--- src/rtl/dcfg_pkg.sv ---
package dcfg_pkg;
  localparam int T_W_DEF = 3;
  localparam int N_W_DEF = 2;
  localparam int M_W_DEF = 7;

  // source selected for the configuration latches on a given edge
  typedef enum logic [1:0] {
    SRC_HOLD = 2'd0,
    SRC_PAR  = 2'd1,
    SRC_SER  = 2'd2
  } src_e;

  // parallel strobe low wins; serial commit only while parallel strobe high
  function automatic src_e pick_src(input logic par_strobe, input logic ser_strobe);
    if (!par_strobe)     return SRC_PAR;
    else if (ser_strobe) return SRC_SER;
    else                 return SRC_HOLD;
  endfunction
endpackage

--- src/rtl/dcfg_rise.sv ---
module dcfg_rise (
  input  logic clk,
  input  logic rst,
  input  logic sig,
  output logic rise
);
  logic prev_q;

  // during reset track the input so no false edge appears on release
  always_ff @(posedge clk) begin
    prev_q <= sig;
  end

  assign rise = sig & ~prev_q & ~rst;
endmodule

--- src/rtl/dcfg_shifter.sv ---
module dcfg_shifter #(
  parameter int T_W = dcfg_pkg::T_W_DEF,
  parameter int N_W = dcfg_pkg::N_W_DEF,
  parameter int M_W = dcfg_pkg::M_W_DEF
) (
  input  logic           clk,
  input  logic           rst,
  input  logic           shift_en,
  input  logic           din,
  output logic [T_W-1:0] fld_t,
  output logic [N_W-1:0] fld_n,
  output logic [M_W-1:0] fld_m,
  output logic           serial_out
);
  localparam int SR_W  = T_W + N_W + M_W;
  localparam int N_LSB = T_W;
  localparam int M_LSB = T_W + N_W;

  logic [SR_W-1:0] sr_q;

  // new bit enters at the top and walks toward bit 0
  always_ff @(posedge clk) begin
    if (rst)           sr_q <= '0;
    else if (shift_en) sr_q <= {din, sr_q[SR_W-1:1]};
  end

  // first-sent bit of each field is its MSB and lands at the field's low end
  for (genvar gi = 0; gi < T_W; gi++) begin : g_t
    assign fld_t[T_W-1-gi] = sr_q[gi];
  end
  for (genvar gi = 0; gi < N_W; gi++) begin : g_n
    assign fld_n[N_W-1-gi] = sr_q[N_LSB+gi];
  end
  for (genvar gi = 0; gi < M_W; gi++) begin : g_m
    assign fld_m[M_W-1-gi] = sr_q[M_LSB+gi];
  end

  assign serial_out = sr_q[SR_W-1];

  // shift moves bits down and takes din at the top
  p_shift_r1: assert property (@(posedge clk) disable iff (rst)
    shift_en |=> (sr_q == {$past(din), $past(sr_q[SR_W-1:1])}));

  // no serial edge, no change
  p_idle_r1: assert property (@(posedge clk) disable iff (rst)
    !shift_en |=> $stable(sr_q));
endmodule

--- src/rtl/dcfg_latch.sv ---
module dcfg_latch #(
  parameter int T_W = dcfg_pkg::T_W_DEF,
  parameter int N_W = dcfg_pkg::N_W_DEF,
  parameter int M_W = dcfg_pkg::M_W_DEF
) (
  input  logic           clk,
  input  logic           rst,
  input  logic           p_load,
  input  logic           s_load,
  input  logic [M_W-1:0] par_m,
  input  logic [N_W-1:0] par_n,
  input  logic [T_W-1:0] ser_t,
  input  logic [N_W-1:0] ser_n,
  input  logic [M_W-1:0] ser_m,
  output logic [T_W-1:0] t_q,
  output logic [N_W-1:0] n_q,
  output logic [M_W-1:0] m_q
);
  import dcfg_pkg::*;

  localparam logic [M_W-1:0] M_RST = '1;
  localparam logic [N_W-1:0] N_RST = '1;

  src_e src;

  always_comb src = pick_src(p_load, s_load);

  always_ff @(posedge clk) begin
    if (rst) begin
      t_q <= '0;
      n_q <= N_RST;
      m_q <= M_RST;
    end else begin
      unique case (src)
        SRC_PAR: begin
          t_q <= '0;
          n_q <= par_n;
          m_q <= par_m;
        end
        SRC_SER: begin
          t_q <= ser_t;
          n_q <= ser_n;
          m_q <= ser_m;
        end
        default: begin
          t_q <= t_q;
          n_q <= n_q;
          m_q <= m_q;
        end
      endcase
    end
  end

  // parallel strobe low forces test field to zero
  p_tzero_r4: assert property (@(posedge clk) disable iff (rst)
    !p_load |=> (t_q == '0));

  // parallel pins win even with serial strobe high
  p_prio_r8: assert property (@(posedge clk) disable iff (rst)
    !p_load |=> (m_q == $past(par_m) && n_q == $past(par_n)));

  // serial window copies the decoded shift register
  p_ser_r6: assert property (@(posedge clk) disable iff (rst)
    (p_load && s_load) |=> (t_q == $past(ser_t) && n_q == $past(ser_n) && m_q == $past(ser_m)));

  // both windows closed, all fields hold
  p_hold_r7: assert property (@(posedge clk) disable iff (rst)
    (p_load && !s_load) |=> ($stable(t_q) && $stable(n_q) && $stable(m_q)));
endmodule

--- src/rtl/dcfg_port.sv ---
module dcfg_port #(
  parameter int T_W = dcfg_pkg::T_W_DEF,
  parameter int N_W = dcfg_pkg::N_W_DEF,
  parameter int M_W = dcfg_pkg::M_W_DEF
) (
  input  logic           clk,
  input  logic           rst,
  input  logic           s_clock,
  input  logic           s_data,
  input  logic           s_load,
  input  logic           p_load,
  input  logic [M_W-1:0] par_m,
  input  logic [N_W-1:0] par_n,
  output logic [T_W-1:0] t_sel,
  output logic [N_W-1:0] n_code,
  output logic [M_W-1:0] m_val,
  output logic           serial_out
);
  logic           sclk_rise;
  logic [T_W-1:0] ser_t;
  logic [N_W-1:0] ser_n;
  logic [M_W-1:0] ser_m;

  dcfg_rise u_rise (
    .clk  (clk),
    .rst  (rst),
    .sig  (s_clock),
    .rise (sclk_rise)
  );

  dcfg_shifter #(.T_W(T_W), .N_W(N_W), .M_W(M_W)) u_shift (
    .clk        (clk),
    .rst        (rst),
    .shift_en   (sclk_rise),
    .din        (s_data),
    .fld_t      (ser_t),
    .fld_n      (ser_n),
    .fld_m      (ser_m),
    .serial_out (serial_out)
  );

  dcfg_latch #(.T_W(T_W), .N_W(N_W), .M_W(M_W)) u_latch (
    .clk    (clk),
    .rst    (rst),
    .p_load (p_load),
    .s_load (s_load),
    .par_m  (par_m),
    .par_n  (par_n),
    .ser_t  (ser_t),
    .ser_n  (ser_n),
    .ser_m  (ser_m),
    .t_q    (t_sel),
    .n_q    (n_code),
    .m_q    (m_val)
  );

  // serial_out reflects the bit taken at the latest serial edge
  p_sout_r2: assert property (@(posedge clk) disable iff (rst)
    sclk_rise |=> (serial_out == $past(s_data)));
endmodule

--- config.mk ---
export PLATFORM = sky130hd
export DESIGN_NAME = dcfg_port
export DESIGN_NICKNAME = d
export VERILOG_FILES = /design/src/rtl/dcfg_pkg.sv /design/src/rtl/dcfg_rise.sv /design/src/rtl/dcfg_shifter.sv /design/src/rtl/dcfg_latch.sv /design/src/rtl/dcfg_port.sv
export SDC_FILE = /design/constraint.sdc
export NUM_CORES = 1
export LEC_CHECK = 0
export BUFFER_PORTS_ARGS = -buffer_cell sky130_fd_sc_hd__buf_2
export CAP_MARGIN = 20
export CORE_UTILIZATION = 45
export CTS_CLUSTER_DIAMETER = 200
export DETAILED_ROUTE_END_ITERATION = 8
export HOLD_SLACK_MARGIN = 0.05
export PLACE_DENSITY = 0.7
export REMOVE_ABC_BUFFERS = 1
export SLEW_MARGIN = 20
export SYNTH_ARGS = -nofsm -noshare
export SYNTH_HDL_FRONTEND = slang
export SYNTH_SLANG_ARGS = --single-unit
--- constraint.sdc ---
create_clock -name clk -period 1.1 [get_ports clk]
set_input_delay 0.165 -clock clk [delete_from_list [all_inputs] [get_ports clk]]
set_output_delay 0.165 -clock clk [all_outputs]
set_load 0.02 [all_outputs]
==> results of run 1 <==
[synth_stat cells]
library cell	n	area [um2]
nand2b_1	2	12.5
buf_6	1	11.3
mux2i_1	12	120
and2b_1	1	7.51
a21oi_1	21	105
nor2b_1	1	6.26
nor2_1	3	11.3
nor3_1	9	45.0
dfxtp_1	25	500
clkbuf_1	1	3.75
buf_4	1	7.51
buf_2	4	20.0
nand2_1	24	90.1
[tightest hold or removal path: stages]
cell and delay [ns]:
buf_2 0.10, nand2_1 0.05, a21oi_1 0.05
[registers in the layout, indices dropped and copies added, names as in the netlist]
signal         cells
u_rise.prev_q      1
u_shift.sr_q      12
u_latch.t_q        3
u_latch.n_q        2
u_latch.m_q        7
[power breakdown]
group / switching (uW) / internal, uW / total, uW
clock: 278 / 139 / 416
combinational: 119 / 84.9 / 203
sequential: 15.1 / 937 / 952
[layer usage]
| layer | global-route usage, % | vias to the layer above | routed length, um |
|---|---|---|---|
| li1 | - | 414 | - |
| met1 | 22.3 | 360 | 843 |
| met2 | 28.1 | 15 | 975 |
| met3 | 3.40 | 0 | 54 |
| met4 | 5.00 | 0 | 0 |
| met5 | 0 | - | 0 |
[layout make-up]
class	instances	area [um2]
sequential	25	502
timing repair buffer	33	183
fill	203	815
multi-input combinational	73	399
tap	27	33.8
clock inverter	1	7.51
clock buffer	3	22.5
[cell families after synthesis]
| group | count (synthesis) | share of synthesized area (%) |
|---|---|---|
| simple gates | 40 | 18.4 |
| flops | 25 | 53.2 |
| compound gates | 21 | 11.2 |
| mux | 12 | 12.8 |
| buf+inv | 7 | 4.52 |
[final timing paths]
check | to | slack [ns] | from
setup / recovery | serial_out | 0.08 | u_shift.sr_q[11]
hold / removal | u_shift.sr_q[11] | 0.07 | s_data
setup reg to reg | u_shift.sr_q[8] | 0.14 | u_rise.prev_q
hold reg to reg | u_shift.sr_q[1] | 0.47 | u_shift.sr_q[2]
[what timing repair did]
action	CTS	global route
hold endpoints to repair	1	0
resized for setup	0	2
setup endpoints to repair	0	7
hold buffers	1	0
[through the flow]
| step | cell area (um2) | worst slack (ns) |
|---|---|---|
| floorplan | 898 | 0.225 |
| global placement | 1100 | 0.139 |
| detailed placement | 1100 | 0.0716 |
| CTS | 1140 | 0.0295 |
| global route | 1150 | 0.0177 |
| finish | 1150 | 0.0805 |
==> impl_metrics.py, run 1 <==
metrics = {
    "status": {
        "status": "finished, final reports clean",
    },
    "worst_hold_path": {
        "hold_depth": 3,
        "hold_class": "input pin to register",
    },
    "power_and_ir_drop": {
        "ir_drop_mv": 0.843,
        "leakagePower_uw": 0.000478,
        "total_power_uw": 1570,
        "powerDensity_nw_per_um2": 1370,
    },
    "drt": {
        "ant_nets": 0,
        "drc": 0,
        "wl_per_cell_um": 11.6,
        "routed_wl_um": 1870,
        "vias": 789,
        "avgViaCountPerCell": 4.87,
        "firstDrtPassIters": 4,
        "dr.first_iter.drc_count": 22,
    },
    "critical_path": {
        "worst-path-stages": 1,
        "cp-start-kind": "register",
        "path_cells": "buf_2",
        "arrival_ns": 0.85,
        "cp_max_fo": 4,
        "crit_required_ns": 0.94,
        "critPathKind": "register to primary output",
        "endpoint_kind": "primary output",
        "critPathTopFamily": "flip-flops",
        "cpMaxStageDelayCell": "dfxtp_2",
        "reg2reg_depth": 3,
        "cp.buffers_inverters": 1,
        "cpPeakStageDelay_ns": 0.38,
    },
    "clock_network": {
        "cts.path.max_buffers": 2,
        "cts_htree_levels": 1,
        "cts_tree": "done",
        "cts_buffers": 3,
        "clkLatencyLatePin_ns": 0.31,
        "post_cts_buffers": 0,
        "cts-root-buf": "clkbuf_4",
        "clock-sinks": 25,
        "cts.clk_slew.worst_paths_ns": 0.14,
    },
    "sta": {
        "max_freq_mhz": 981,
        "fin_skew_ns": 0.00676,
        "period_minus_slack_ns": 1.02,
        "fin_tns_setup_ns": 0,
        "slew_viol_final": 0,
        "max_slew.worst_pin.slew_ns": 0.362,
        "slew_headroom_pct": 75.9,
        "setup_viol": 0,
        "rsz0062_at_grt": "false",
        "finalHoldViolations": 0,
        "worst_hold_slack_ns": 0.0725,
        "period_share_pct": 92.7,
    },
    "cells_and_area": {
        "drive_gt1_share_pct": 28.1,
        "final_core_util_pct": 58.5,
        "layout_common_cells": "buf_2, nand2_1, dfxtp_1, a21oi_1, mux2i_1",
        "final_common_cell": "buf_2",
        "n_antenna_cell": 0,
        "fin_cells": 162,
        "final_net_count": 151,
        "area_growth_syn_to_layout_pct": 21.9,
    },
    "floorplan": {
        "ioPinCount": 28,
        "core_area_um2": 1960,
        "initial_core_util_pct": 48.0,
        "fp.dieH_um": 47.7,
        "die-area_um2": 2280,
        "std_cell_rows": 16,
        "die_x_um": 47.7,
    },
    "synth": {
        "synth_area_um2": 941,
        "yosysUniqueCellTypes": 13,
        "synth.avg_cell_area_um2": 8.96,
        "synth_seq_area_share_pct": 53.2,
        "synth_warnings": 0,
        "syn_inst": 105,
        "ys_seq_elements": 25,
    },
    "grt": {
        "grt_max_degree": 17,
        "antenna_found_initial": 0,
        "overflow": 0,
        "grt_pass1_wl_um": 2710,
        "track_usage_pct": 17.0,
        "grt_pass1_vias": 653,
    },
    "placement": {
        "io_buffer_count": 27,
        "dp_cells": 157,
        "post-dp-hpwl_um": 1370,
        "place.gp.congestion": 0.762,
    },
    "run": {
        "drv_cap": 0,
    },
}
(Power assumes the default switching activity.)
==> inputs of run 2 (changes only) <==
--- a/config.mk
+++ b/config.mk
@@ -11,6 +11,7 @@
 export CTS_CLUSTER_DIAMETER = 200
 export DETAILED_ROUTE_END_ITERATION = 8
 export HOLD_SLACK_MARGIN = 0.05
+export MAX_ROUTING_LAYER = met4
 export PLACE_DENSITY = 0.7
 export REMOVE_ABC_BUFFERS = 1
 export SLEW_MARGIN = 20
==> run 2 against run 1 <==
Combinational power about the same; cell count is the same; highest routed layer unchanged; critical path type unchanged; clock power about the same; wire length unchanged.
==> impl_metrics.py, run 2 (synthesized netlist as in run 1, its figures left out) <==
metrics = {
    "critical_path": {
        "reg2reg_depth": 3,
        "cpMaxStageDelayCell": "dfxtp_2",
        "crit_required_ns": 0.94,
        "cp_max_fo": 4,
        "worst-path-stages": 1,
        "arrival_ns": 0.85,
        "critPathTopFamily": "flip-flops",
        "critPathKind": "register to primary output",
        "cp-start-kind": "register",
        "cpPeakStageDelay_ns": 0.38,
        "cp.buffers_inverters": 1,
        "path_cells": "buf_2",
        "endpoint_kind": "primary output",
    },
    "worst_hold_path": {
        "hold_class": "input pin to register",
        "hold_depth": 3,
    },
    "floorplan": {
        "die-area_um2": 2280,
        "fp.dieH_um": 47.7,
        "core_area_um2": 1960,
        "std_cell_rows": 16,
        "die_x_um": 47.7,
        "initial_core_util_pct": 48.0,
        "ioPinCount": 28,
    },
    "sta": {
        "setup_viol": 0,
        "slew_viol_final": 0,
        "rsz0062_at_grt": "false",
        "max_freq_mhz": 983,
        "finalHoldViolations": 0,
        "fin_tns_setup_ns": 0,
        "fin_skew_ns": 0.00578,
        "period_minus_slack_ns": 1.02,
        "period_share_pct": 92.5,
        "max_slew.worst_pin.slew_ns": 0.364,
        "slew_headroom_pct": 75.7,
    },
    "placement": {
        "place.gp.congestion": 0.772,
        "io_buffer_count": 27,
        "placed_area_um2": 1100,
        "post-dp-hpwl_um": 1370,
    },
    "drt": {
        "routed_wl_um": 1870,
        "drc": 0,
        "firstDrtPassIters": 5,
        "ant_nets": 0,
        "wl_per_cell_um": 11.6,
        "dr.first_iter.drc_count": 19,
        "vias": 799,
        "avgViaCountPerCell": 4.93,
    },
    "cells_and_area": {
        "n_antenna_cell": 0,
        "drive_gt1_share_pct": 28.1,
        "final_area_um2": 1150,
        "top_register": "u_shift.sr_q",
        "final_net_count": 151,
        "top_regs": "u_shift.sr_q: 12 flops, u_latch.m_q: 7 flops, u_latch.t_q: 3 flops",
        "fillers": 203,
        "layout_common_cells": "buf_2, nand2_1, dfxtp_1, a21oi_1, mux2i_1",
        "largest_reg_flops": 12,
        "area_growth_syn_to_layout_pct": 21.9,
        "final_common_cell": "buf_2",
    },
    "grt": {
        "overflow": 0,
        "grt_pass1_vias": 654,
        "track_usage_pct": 17.5,
        "grt_max_degree": 17,
        "grt_pass1_wl_um": 2710,
        "antenna_found_initial": 0,
    },
    "power_and_ir_drop": {
        "leakagePower_uw": 0.000478,
        "powerDensity_nw_per_um2": 1370,
        "ir_drop_mv": 0.841,
    },
    "run": {
        "drv_cap": 0,
    },
    "status": {
        "status": "finished, final reports clean",
    },
    "clock_network": {
        "cts.clk_slew.worst_paths_ns": 0.14,
        "cts-root-buf": "clkbuf_4",
        "cts_htree_levels": 1,
        "clkLatencyLatePin_ns": 0.31,
        "cts.path.max_buffers": 2,
        "clock-sinks": 25,
        "cts_buffers": 3,
        "post_cts_buffers": 0,
        "cts_tree": "done",
    },
}
[run 2: cell counts in the layout (fill, tap and decap cells not counted)]
No cell type changed its count.
[run 2: area by class of cell]
class,count,area (um2),area share (%)
Clock buffer,3,22.5,1.96
Sequential cell,25,502,43.7
Clock inverter,1,7.51,0.654
Tap cell,27,33.8,2.94
Multi-Input combinational cell,73,399,34.8
Timing Repair Buffer,33,183,15.9
[run 2: layer usage]
layer  share of wire, %  GRT usage (%)  up-vias
li1                   -              -      412
met1                 44           22.3      368
met2                 52           28.1       19
met3                3.8           3.40        0
met4                  0           5.00        0
met5                  0              -        -
[run 2: stage by stage]
stage	setup slack (ns)	power [uW]	hold WS (ns)	util, %	instances
5_1_grt	0.0177	1650	0.0541	58.5	162
2_1_floorplan	0.225	1070	0.193	-	98
3_3_place_gp	0.139	1170	0.305	56.3	157
6_report	0.0826	1570	0.0744	58.5	162
3_5_place_dp	0.0716	1170	0.316	56.3	157
4_1_cts	0.0295	1580	0.0744	58.4	162
[run 2: power breakdown]
| group | total (uW) | internal, uW | switching, uW |
|---|---|---|---|
| Clock | 416 | 139 | 277 |
| Combinational | 204 | 84.9 | 119 |
| Sequential | 952 | 937 | 15.1 |
| Total | 1570 | 1160 | 411 |
[run 2: worst paths after layout]
check              startpoint          endpoint  slack (ns)
max          u_shift.sr_q[11]        serial_out        0.08
min                    s_data  u_shift.sr_q[11]        0.07
max reg2reg     u_rise.prev_q   u_shift.sr_q[8]        0.14
min reg2reg   u_shift.sr_q[2]   u_shift.sr_q[1]        0.47
[run 2: repair_timing]
| item | CTS | global route |
|---|---|---|
| hold buffers | 1 | 0 |
| hold endpoints to repair | 1 | 0 |
| setup endpoints to repair | 0 | 7 |
| resized for setup | 0 | 2 |
